**src/rtl/rank_cmd_pkg.sv**
```systemverilog
package rank_cmd_pkg;
  typedef enum logic [2:0] {
    CMD_NOP = 3'b000,
    CMD_ACT = 3'b001,
    CMD_RD  = 3'b010,
    CMD_WR  = 3'b011,
    CMD_PRE = 3'b100
  } cmd_e;

  // Strobes from the control decoder to the bank-state datapath
  typedef struct packed {
    logic openOne;
    logic closeOne;
    logic closeAll;
    logic accept;
    logic flagErr;
  } strobe_t;
endpackage

```
**src/rtl/rank_cmd_ctrl.sv**
```systemverilog
module rank_cmd_ctrl
  import rank_cmd_pkg::*;
#(
  parameter int BANK_W = 3,
  localparam int NUM_BANKS = 1 << BANK_W
) (
  input  logic                 csN,
  input  logic [2:0]           cmdCode,
  input  logic [BANK_W-1:0]    bankSel,
  input  logic                 allSel,
  input  logic [NUM_BANKS-1:0] bankOpen,
  output strobe_t              stb
);
  logic targetOpen;
  assign targetOpen = bankOpen[bankSel];

  always_comb begin
    stb = '0;
    if (!csN) begin
      case (cmdCode)
        CMD_ACT: begin
          if (targetOpen) stb.flagErr = 1'b1;
          else begin
            stb.openOne = 1'b1;
            stb.accept  = 1'b1;
          end
        end
        CMD_RD, CMD_WR: begin
          if (targetOpen) stb.accept = 1'b1;
          else stb.flagErr = 1'b1;
        end
        CMD_PRE: begin
          stb.accept   = 1'b1;
          stb.closeAll = allSel;
          stb.closeOne = !allSel;
        end
        default: stb = '0;
      endcase
    end
  end
endmodule

```
**src/rtl/rank_bank_state.sv**
```systemverilog
module rank_bank_state
  import rank_cmd_pkg::*;
#(
  parameter int BANK_W   = 3,
  parameter int ADDR_W   = 14,
  parameter int ROW_W    = 14,
  parameter int COL_W    = 10,
  parameter int CHOP_BIT = 12,
  localparam int NUM_BANKS = 1 << BANK_W
) (
  input  logic                 clk,
  input  logic                 rstN,
  input  strobe_t              stb,
  input  logic [2:0]           cmdCode,
  input  logic [BANK_W-1:0]    bankSel,
  input  logic [ADDR_W-1:0]    addr,
  input  logic                 allSel,
  output logic                 outValid,
  output logic [2:0]           outCmd,
  output logic [BANK_W-1:0]    outBank,
  output logic [ROW_W-1:0]     outRow,
  output logic [COL_W-1:0]     outCol,
  output logic                 outChop,
  output logic                 outAllBanks,
  output logic                 protoErr,
  output logic [NUM_BANKS-1:0] bankOpen
);
  logic [ROW_W-1:0] rowQ [NUM_BANKS];

  for (genvar g = 0; g < NUM_BANKS; g++) begin : g_bank
    logic hitThis;
    assign hitThis = (bankSel == BANK_W'(g));
    always_ff @(posedge clk) begin
      if (!rstN) begin
        bankOpen[g] <= 1'b0;
        rowQ[g]     <= '0;
      end else if (stb.openOne && hitThis) begin
        bankOpen[g] <= 1'b1;
        rowQ[g]     <= addr[ROW_W-1:0];
      end else if (stb.closeAll || (stb.closeOne && hitThis)) begin
        bankOpen[g] <= 1'b0;
      end
    end
  end

  always_ff @(posedge clk) begin
    outValid    <= 1'b0;
    outCmd      <= '0;
    outBank     <= '0;
    outRow      <= '0;
    outCol      <= '0;
    outChop     <= 1'b0;
    outAllBanks <= 1'b0;
    protoErr    <= 1'b0;
    if (rstN) begin
      protoErr <= stb.flagErr;
      if (stb.accept) begin
        outValid <= 1'b1;
        outCmd   <= cmdCode;
        outBank  <= bankSel;
        case (cmdCode)
          CMD_ACT: outRow <= addr[ROW_W-1:0];
          CMD_RD, CMD_WR: begin
            outRow  <= rowQ[bankSel];
            outCol  <= addr[COL_W-1:0];
            outChop <= addr[CHOP_BIT];
          end
          CMD_PRE: outAllBanks <= allSel;
          default: outRow <= '0;
        endcase
      end
    end
  end

  AST_ERR_EXCLUSIVE: assert property (@(posedge clk) disable iff (!rstN)
    !(outValid && protoErr));
  AST_ACT_OPENS: assert property (@(posedge clk) disable iff (!rstN)
    (outValid && outCmd == CMD_ACT) |-> bankOpen[outBank]);
  AST_ACCESS_OPEN: assert property (@(posedge clk) disable iff (!rstN)
    (outValid && (outCmd == CMD_RD || outCmd == CMD_WR)) |-> bankOpen[outBank]);
  AST_ALL_CLOSED: assert property (@(posedge clk) disable iff (!rstN)
    (outValid && outAllBanks) |-> (bankOpen == '0));
  AST_IDLE_ZERO: assert property (@(posedge clk) disable iff (!rstN)
    !outValid |-> (outRow == '0 && outCol == '0 && !outChop && !outAllBanks));
endmodule

```
**src/rtl/rank_cmd_front.sv**
```systemverilog
module rank_cmd_front
  import rank_cmd_pkg::*;
#(
  parameter int BANK_W   = 3,
  parameter int ADDR_W   = 14,
  parameter int ROW_W    = 14,
  parameter int COL_W    = 10,
  parameter int CHOP_BIT = 12,
  parameter int ALL_BIT  = 10,
  localparam int NUM_BANKS = 1 << BANK_W
) (
  input  logic                 clk,
  input  logic                 rstN,
  input  logic                 csN,
  input  logic [2:0]           cmdCode,
  input  logic [BANK_W-1:0]    bankSel,
  input  logic [ADDR_W-1:0]    addr,
  output logic                 outValid,
  output logic [2:0]           outCmd,
  output logic [BANK_W-1:0]    outBank,
  output logic [ROW_W-1:0]     outRow,
  output logic [COL_W-1:0]     outCol,
  output logic                 outChop,
  output logic                 outAllBanks,
  output logic                 protoErr,
  output logic [NUM_BANKS-1:0] bankOpen
);
  strobe_t stb;
  logic    allSel;
  assign allSel = addr[ALL_BIT];

  rank_cmd_ctrl #(.BANK_W(BANK_W)) u_ctrl (
    .csN(csN), .cmdCode(cmdCode), .bankSel(bankSel),
    .allSel(allSel), .bankOpen(bankOpen), .stb(stb)
  );

  rank_bank_state #(
    .BANK_W(BANK_W), .ADDR_W(ADDR_W), .ROW_W(ROW_W),
    .COL_W(COL_W), .CHOP_BIT(CHOP_BIT)
  ) u_state (
    .clk(clk), .rstN(rstN), .stb(stb), .cmdCode(cmdCode),
    .bankSel(bankSel), .addr(addr), .allSel(allSel),
    .outValid(outValid), .outCmd(outCmd), .outBank(outBank),
    .outRow(outRow), .outCol(outCol), .outChop(outChop),
    .outAllBanks(outAllBanks), .protoErr(protoErr), .bankOpen(bankOpen)
  );

  AST_CS_MASKS: assert property (@(posedge clk) disable iff (!rstN)
    csN |=> (!outValid && !protoErr && $stable(bankOpen)));
endmodule

```
**config.mk**
```make
export PLATFORM = sky130hd
export DESIGN_NAME = rank_cmd_front
export DESIGN_NICKNAME = d
export VERILOG_FILES = /design/src/rtl/rank_cmd_pkg.sv /design/src/rtl/rank_cmd_ctrl.sv /design/src/rtl/rank_bank_state.sv /design/src/rtl/rank_cmd_front.sv
export SDC_FILE = /design/constraint.sdc
export NUM_CORES = 1
export LEC_CHECK = 0
export ABC_AREA = 1
export BUFFER_PORTS_ARGS = -buffer_cell sky130_fd_sc_hd__buf_2
export CAP_MARGIN = 5
export CORE_AREA = 2 2 175 143
export DETAILED_ROUTE_END_ITERATION = 8
export DIE_AREA = 0 0 177 145
export PLACE_DENSITY_LB_ADDON = 0.05
export SYNTH_ARGS = -nofsm -noshare
export SYNTH_HDL_FRONTEND = slang
export SYNTH_SLANG_ARGS = --single-unit
```
**constraint.sdc**
```tcl
create_clock -name clk -period 4.85 [get_ports clk]
set_input_delay 0.7275 -clock clk [delete_from_list [all_inputs] [get_ports clk]]
set_output_delay 0.7275 -clock clk [all_outputs]
set_load 0.005 [all_outputs]
```
==> results of run 1 <==
## registers in the layout (all words and copies together), names as in the netlist
signal / count
u_state.bankOpen: 8
u_state.protoErr: 1
u_state.outCmd: 3
u_state.rowQ: 112
u_state.outChop: 1
u_state.outRow: 14
u_state.outCol: 10
u_state.outValid: 1
u_state.outAllBanks: 1
u_state.outBank: 3
## power by group through the flow
stage,sequential [uW],clock (uW),combinational (uW)
after floorplan,1500,0,147
after global placement,1510,0,251
after detailed placement,1510,0,252
after CTS,1480,1280,253
after global routing,1490,1330,271
final,1480,1260,252
## cell usage after synthesis (all sizes together)
cell and number:
inv 41, clkinv 16, nor2 64, dfxtp 42
edfxtp 112, o21ai 11, nor3 114, buf 23
clkbuf 19, a21oi 29, nand3 37, nand2 97
a22oi 21, nand4 19
## stage by stage
step,std cells,instance area (um^2),setup slack [ns]
final,1027,8190,1.77
after global routing,1027,8190,1.54
after CTS,1027,8190,1.78
after detailed placement,995,7640,1.33
after global placement,995,7640,1.45
after floorplan,645,7100,2.33
## worst max-delay path: cells and delay by family
kind,cells,cell delay (ns)
simple gates,4,1.41
buf+inv,2,0.96
## cells in the final DEF (no fill, tap or decap), types with 4 or more instances in the layout
master	Yosys	layout
a21oi_2	8	8
o21ai_0	5	5
clkbuf_16	0	17
dfxtp_1	42	42
inv_4	0	4
a21oi_1	21	21
nor2_1	36	33
buf_4	1	10
nor2_2	27	30
inv_6	0	5
nand3_1	35	35
nor3_1	49	49
nor3_2	64	64
buf_2	9	64
edfxtp_1	112	112
nand4_1	11	11
nand2_1	94	94
nand4_4	8	8
o21ai_1	6	6
clkinv_1	16	16
a22oi_1	21	21
inv_1	38	37
## worst max-delay path by stage
stage,to,depth (start not counted)
after floorplan,u_state.rowQ[0][0]$_SDFFCE_PN0P_,5
after global placement,u_state.rowQ[4][0]$_SDFFCE_PN0P_,6
after detailed placement,u_state.rowQ[3][11]$_SDFFCE_PN0P_,6
after CTS,u_state.rowQ[6][0]$_SDFFCE_PN0P_,6
after global routing,u_state.rowQ[4][5]$_SDFFCE_PN0P_,6
final,u_state.rowQ[7][8]$_SDFFCE_PN0P_,6
## per-layer routing
metal / up-vias / GRT usage, %
li1: 2356 / -
met1: 2499 / 27.7
met2: 169 / 27.9
met3: 20 / 3.88
met4: 0 / 5.62
met5: - / 0
## cell type report
class	count	area (um^2)
Tap cell	318	398
Clock inverter	14	109
Timing Repair Buffer	74	395
Sequential cell	154	4200
Fill cell	2439	15700
Multi-Input combinational cell	392	2420
Inverter	57	216
Clock buffer	18	439
## logic make-up after synthesis
logic type / Yosys count
compound gates: 61
buf+inv: 99
simple gates: 331
flops: 154
==> results.py, run 1 <==
metrics = {
    "flow_run": {
        "maxCapViolations": 0,
    },
    "power_and_ir_drop": {
        "pwr-share-clk_pct": 42.0,
        "switching_share_pct": 26.9,
        "power_frac_seq_pct": 49.5,
        "power_uw": 2990,
        "switchingPower_uw": 804,
        "combPwrFrac_pct": 8.4,
        "cellLeakagePower_uw": 0.00292,
        "power.internal_uw": 2190,
        "vdd_ir_drop_max_v": 0.000203,
        "powerDensity_nw_per_um2": 366,
    },
    "worst_setup_path": {
        "reg2reg_slack_ns": 2.43,
        "cp_cell_sequence": "buf_2 > clkinv_1 > nand3_1 > nand2_4 > nand4_4 > nand2_1",
        "critPathKind": "in2reg",
        "crit_path_start": "bankSel[2]",
        "r2r_end": "u_state.rowQ[7][2]$_SDFFCE_PN0P_",
        "cp_slowest_stage_delay_ns": 0.62,
        "critPathArrivalTime_ns": 3.12,
        "setup.worst_path.start_class": "primary input",
        "r2r-start": "u_state.bankOpen[6]$_SDFFE_PN0P_",
        "cp_slowest_cell": "clkinv_1",
        "crit_required_ns": 4.89,
        "crit_fanout": 22,
        "worst-r2r-cell-count": 7,
        "worstSetupEndpointType": "flip-flop",
    },
    "finish": {
        "finalNetCount": 719,
        "n_antenna_cell": 0,
        "syn_to_final_growth_pct": 15.3,
        "drive_gt1_share_pct": 32.0,
        "utilization_pct": 34.2,
    },
    "logic_synthesis": {
        "synthMuxAreaShare_pct": 0,
        "ys_seq_area_share_pct": 59.2,
        "synth_top_area_share_pct": 47.4,
        "ys_top_cells_by_area": "edfxtp_1, dfxtp_1, nor3_2",
        "syn_inst": 645,
        "synth_area_um2": 7100,
        "ys_types": 28,
        "syn_nets": 668,
        "yosysTopAreaCell": "edfxtp_1",
        "synthSimpleGateAreaFrac_pct": 28.6,
        "synth_fa_ha_area_share_pct": 0,
        "synth_compound_area_share_pct": 5.47,
        "synth_xor_area_share_pct": 0,
        "syn_avg_cell_area_um2": 11.0,
        "ys_ff_latch": 154,
        "ys_warn_count": 0,
        "synth_top_family_by_area": "simple AND/OR/NAND/NOR gates",
    },
    "global_route": {
        "gr-total-overflow": 0,
        "antenna_found_initial": 0,
        "grt_usage_pct": 18.9,
        "grt_pass1_wl_mm": 34.2,
        "grt_start_max_net_pins": 49,
        "grt_pass1_vias": 5065,
    },
    "detailed_routing": {
        "drt-initial-drc-count": 414,
        "vias": 5044,
        "routed_wirelength_mm": 23.4,
        "wl_met2_mm": 10.3,
        "routed.top_layer": "met4",
        "routed-wl-met3_mm": 1.24,
        "routedWlPerCell_um": 22.8,
        "ant_nets": 0,
        "wirelength_met1_mm": 11.5,
        "firstDrtPassIters": 5,
        "drcViolationCount": 0,
        "avgViaCountPerCell": 4.91,
    },
    "clock_network": {
        "numCtsBuffers": 17,
        "cts_setup_buffers": 0,
        "cts_root_buf": "clkbuf_16",
        "clkSinkCount": 154,
        "hold_buffers": 0,
        "max-clock-path-buffers": 2,
        "cts-resized-gates": 0,
        "clk_pin_slew_ns": 0.07,
        "clk_latency_ns": 0.43,
        "htreeDepth": 4,
        "cts_tree": "yes",
    },
    "sta": {
        "slew_headroom_pct": 22.6,
        "fmax_mhz": 325,
        "min_period_ns": 3.08,
        "slew_violations": 0,
        "hold_viol_final": 0,
        "worstMarginPinSlew_ns": 1.16,
        "fin_crit_sh_pct": 63.4,
        "finalSetupViolations": 0,
        "finalClockSkew_ns": 0.0125,
        "tns_ns": 0,
        "holdWs_ns": 0.530,
        "rsz0062_at_grt": "no",
    },
    "min_path": {
        "min_path_type": "reg2reg",
        "whs_path_depth": 2,
        "holdCritStartpoint": "u_state.bankOpen[5]$_SDFFE_PN0P_",
        "min_to": "u_state.bankOpen[5]$_SDFFE_PN0P_",
    },
    "placement": {
        "hpwl_mm": 15.9,
        "port_buffers": 64,
        "gp_congestion": 0.847,
    },
    "floorplan": {
        "die-area_um2": 25700,
        "start_util_pct": 29.7,
        "dieWidth_um": 177,
        "coreArea_um2": 23900,
        "core.rowCount": 51,
        "num_io_pins": 65,
        "die_height_um": 145,
    },
    "status": {
        "status": "completed",
    },
}
No activity file was read; power rests on OpenSTA's default activity.
==> run 2, diff against run 1 <==
==> constraint.sdc (replaced) <==
create_clock -name clk -period 3.1 [get_ports clk]
set_input_delay 0.465 -clock clk [delete_from_list [all_inputs] [get_ports clk]]
set_output_delay 0.465 -clock clk [all_outputs]
set_load 0.005 [all_outputs]
==> run 2 against run 1 <==
- die area is the same
- critical path type unchanged
- count of clock-buffer cells in the layout rose by 3
- setup slack worse by 0.94 ns
- cell count rose by 1.8%
- largest power group unchanged
- clock power increased by 75%
- highest routed layer unchanged
- sequential share of layout area down 1.4 points
==> results.py, run 2 (same netlist as run 1, synthesis figures left out) <==
metrics = {
    "finish": {
        "num-fill-cells": 2439,
        "syn_to_final_growth_pct": 18.5,
        "final_cell_mix": "edfxtp_1, nand2_1, nor3_2, buf_2, nor3_1",
        "reg_top3": "u_state.rowQ: 112 flops, u_state.outRow: 14 flops, u_state.outCol: 10 flops",
        "largest_reg_flops": 112,
        "n_antenna_cell": 0,
        "top_register": "u_state.rowQ",
        "drive_gt1_share_pct": 33.4,
        "multi_input_area_um2": 2420,
        "finalNetCount": 737,
        "final_common_cell": "edfxtp_1",
        "ff_latch_area_um2": 4200,
    },
    "power_and_ir_drop": {
        "switchingPower_uw": 1220,
        "powerDensity_nw_per_um2": 581,
        "power_frac_seq_pct": 47.3,
        "pwr-share-clk_pct": 44.9,
        "cellLeakagePower_uw": 0.00304,
        "combPwrFrac_pct": 7.8,
        "power.internal_uw": 3670,
        "switching_share_pct": 25.0,
        "vdd_ir_drop_max_v": 0.000318,
    },
    "clock_network": {
        "max-clock-path-buffers": 2,
        "hold_buffers": 0,
        "clk_latency_ns": 0.43,
        "cts_root_buf": "clkbuf_16",
        "cts_setup_buffers": 0,
        "numCtsBuffers": 17,
        "cts_tree": "yes",
        "htreeDepth": 4,
        "cts-resized-gates": 0,
        "clk_pin_slew_ns": 0.07,
        "clkSinkCount": 154,
    },
    "detailed_routing": {
        "avgViaCountPerCell": 4.87,
        "routedWlPerCell_um": 21.4,
        "vias": 5087,
        "routed_wirelength_mm": 22.4,
        "drcViolationCount": 0,
        "ant_nets": 0,
        "firstDrtPassIters": 4,
        "drt-initial-drc-count": 321,
    },
    "min_path": {
        "min_to": "u_state.outCmd[2]$_SDFF_PN0_",
        "holdCritStartpoint": "cmdCode[2]",
        "min_path_type": "in2reg",
        "whs_path_depth": 3,
    },
    "worst_setup_path": {
        "r2r-start": "u_state.bankOpen[4]$_SDFFE_PN0P_",
        "crit_path_start": "bankSel[2]",
        "critPathKind": "in2reg",
        "cp_slowest_stage_delay_ns": 0.49,
        "setup.worst_path.start_class": "primary input",
        "reg2reg_slack_ns": 0.98,
        "worst-r2r-cell-count": 7,
        "worstSetupEndpointType": "flip-flop",
        "cp_slowest_cell": "nand2_1",
        "crit_family": "simple AND/OR/NAND/NOR gates",
        "r2r_end": "u_state.rowQ[6][11]$_SDFFCE_PN0P_",
        "crit_fanout": 22,
        "cp_cell_sequence": "buf_2 > clkinv_1 > nand3_1 > nand2_4 > nand4_4 > nand2_1",
        "worst-path-buf-inv": 2,
        "critPathArrivalTime_ns": 2.25,
        "crit_required_ns": 3.07,
    },
    "global_route": {
        "gr-total-overflow": 0,
        "grt_pass1_wl_mm": 34.1,
        "antenna_found_initial": 0,
        "grt_start_max_net_pins": 122,
        "grt_usage_pct": 18.1,
        "grt_pass1_vias": 5306,
    },
    "flow_run": {
        "maxCapViolations": 0,
    },
    "sta": {
        "hold_viol_final": 0,
        "setup_ws_ns": 0.829,
        "min_period_ns": 2.27,
        "finalClockSkew_ns": 0.0110,
        "rsz0062_at_grt": "no",
        "fin_crit_sh_pct": 73.3,
        "slew_violations": 0,
        "tns_ns": 0,
        "slew_headroom_pct": 44.5,
        "finalSetupViolations": 0,
        "worstMarginPinSlew_ns": 0.830,
        "fmax_mhz": 440,
    },
    "floorplan": {
        "die-area_um2": 25700,
        "num_io_pins": 65,
        "dieWidth_um": 177,
        "die_height_um": 145,
        "start_util_pct": 29.7,
        "core.rowCount": 51,
        "coreArea_um2": 23900,
    },
    "placement": {
        "port_buffers": 64,
        "gp_congestion": 0.806,
        "hpwl_mm": 14.0,
        "dp_slack_ns": 0.357,
    },
    "status": {
        "status": "completed",
    },
}
[run 2: routing by layer]
metal / part of all wire [%] / wire (um) / up-vias / global-route usage, %
met5: 0 / 0 / - / 0
met4: 1.1 / 249 / 0 / 4.46
met3: 4.1 / 920 / 17 / 3.43
met2: 45 / 10200 / 129 / 28.1
met1: 49 / 11000 / 2548 / 25.9
li1: - / - / 2393 / -
[run 2: layout make-up]
cell class	instances	area share (%)
Clock buffer	21	5.74
Tap cell	318	4.73
Sequential cell	154	50.0
Timing Repair Buffer	92	6.60
Multi-Input combinational cell	392	28.8
Clock inverter	11	1.56
Inverter	57	2.57
[run 2: how the worst max path moves through the flow]
stage	endpoint	slack, ns	depth (start not counted)
global route	u_state.rowQ[6][11]$_SDFFCE_PN0P_	0.67	6
CTS	u_state.rowQ[6][11]$_SDFFCE_PN0P_	0.80	6
floorplan	u_state.rowQ[0][0]$_SDFFCE_PN0P_	0.84	5
global placement	u_state.rowQ[6][3]$_SDFFCE_PN0P_	0.40	6
finish	u_state.rowQ[6][11]$_SDFFCE_PN0P_	0.83	6
detailed placement	u_state.rowQ[6][1]$_SDFFCE_PN0P_	0.36	6
[run 2: through the flow]
| stage | power, uW | cell area [um^2] | std cells | hold slack [ns] | utilization [%] |
|---|---|---|---|---|---|
| floorplan | 2580 | 7100 | 645 | 0.504 | - |
| CTS | 4940 | 8410 | 1045 | 0.299 | 35.2 |
| global placement | 2750 | 7800 | 1013 | 0.507 | 32.6 |
| global route | 5060 | 8410 | 1045 | 0.316 | 35.2 |
| finish | 4890 | 8410 | 1045 | 0.316 | 35.2 |
| detailed placement | 2750 | 7800 | 1013 | 0.509 | 32.6 |
[run 2: worst register-to-register path, cell delays in order (launching register included)]
cell and delay, ns:
dfxtp_1 0.36, nand2_1 0.10, nand2_1 0.05, nand2_1 0.05, nand3_1 0.15, nand2_4 0.28, nand4_4 0.11, nand2_1 0.63
[run 2: power by group through the flow]
stage,clock (uW),sequential [uW],combinational [uW]
after detailed placement,0,2360,389
after CTS,2240,2310,389
after global routing,2320,2320,421
after global placement,0,2360,392
after floorplan,0,2350,230
final,2200,2310,383
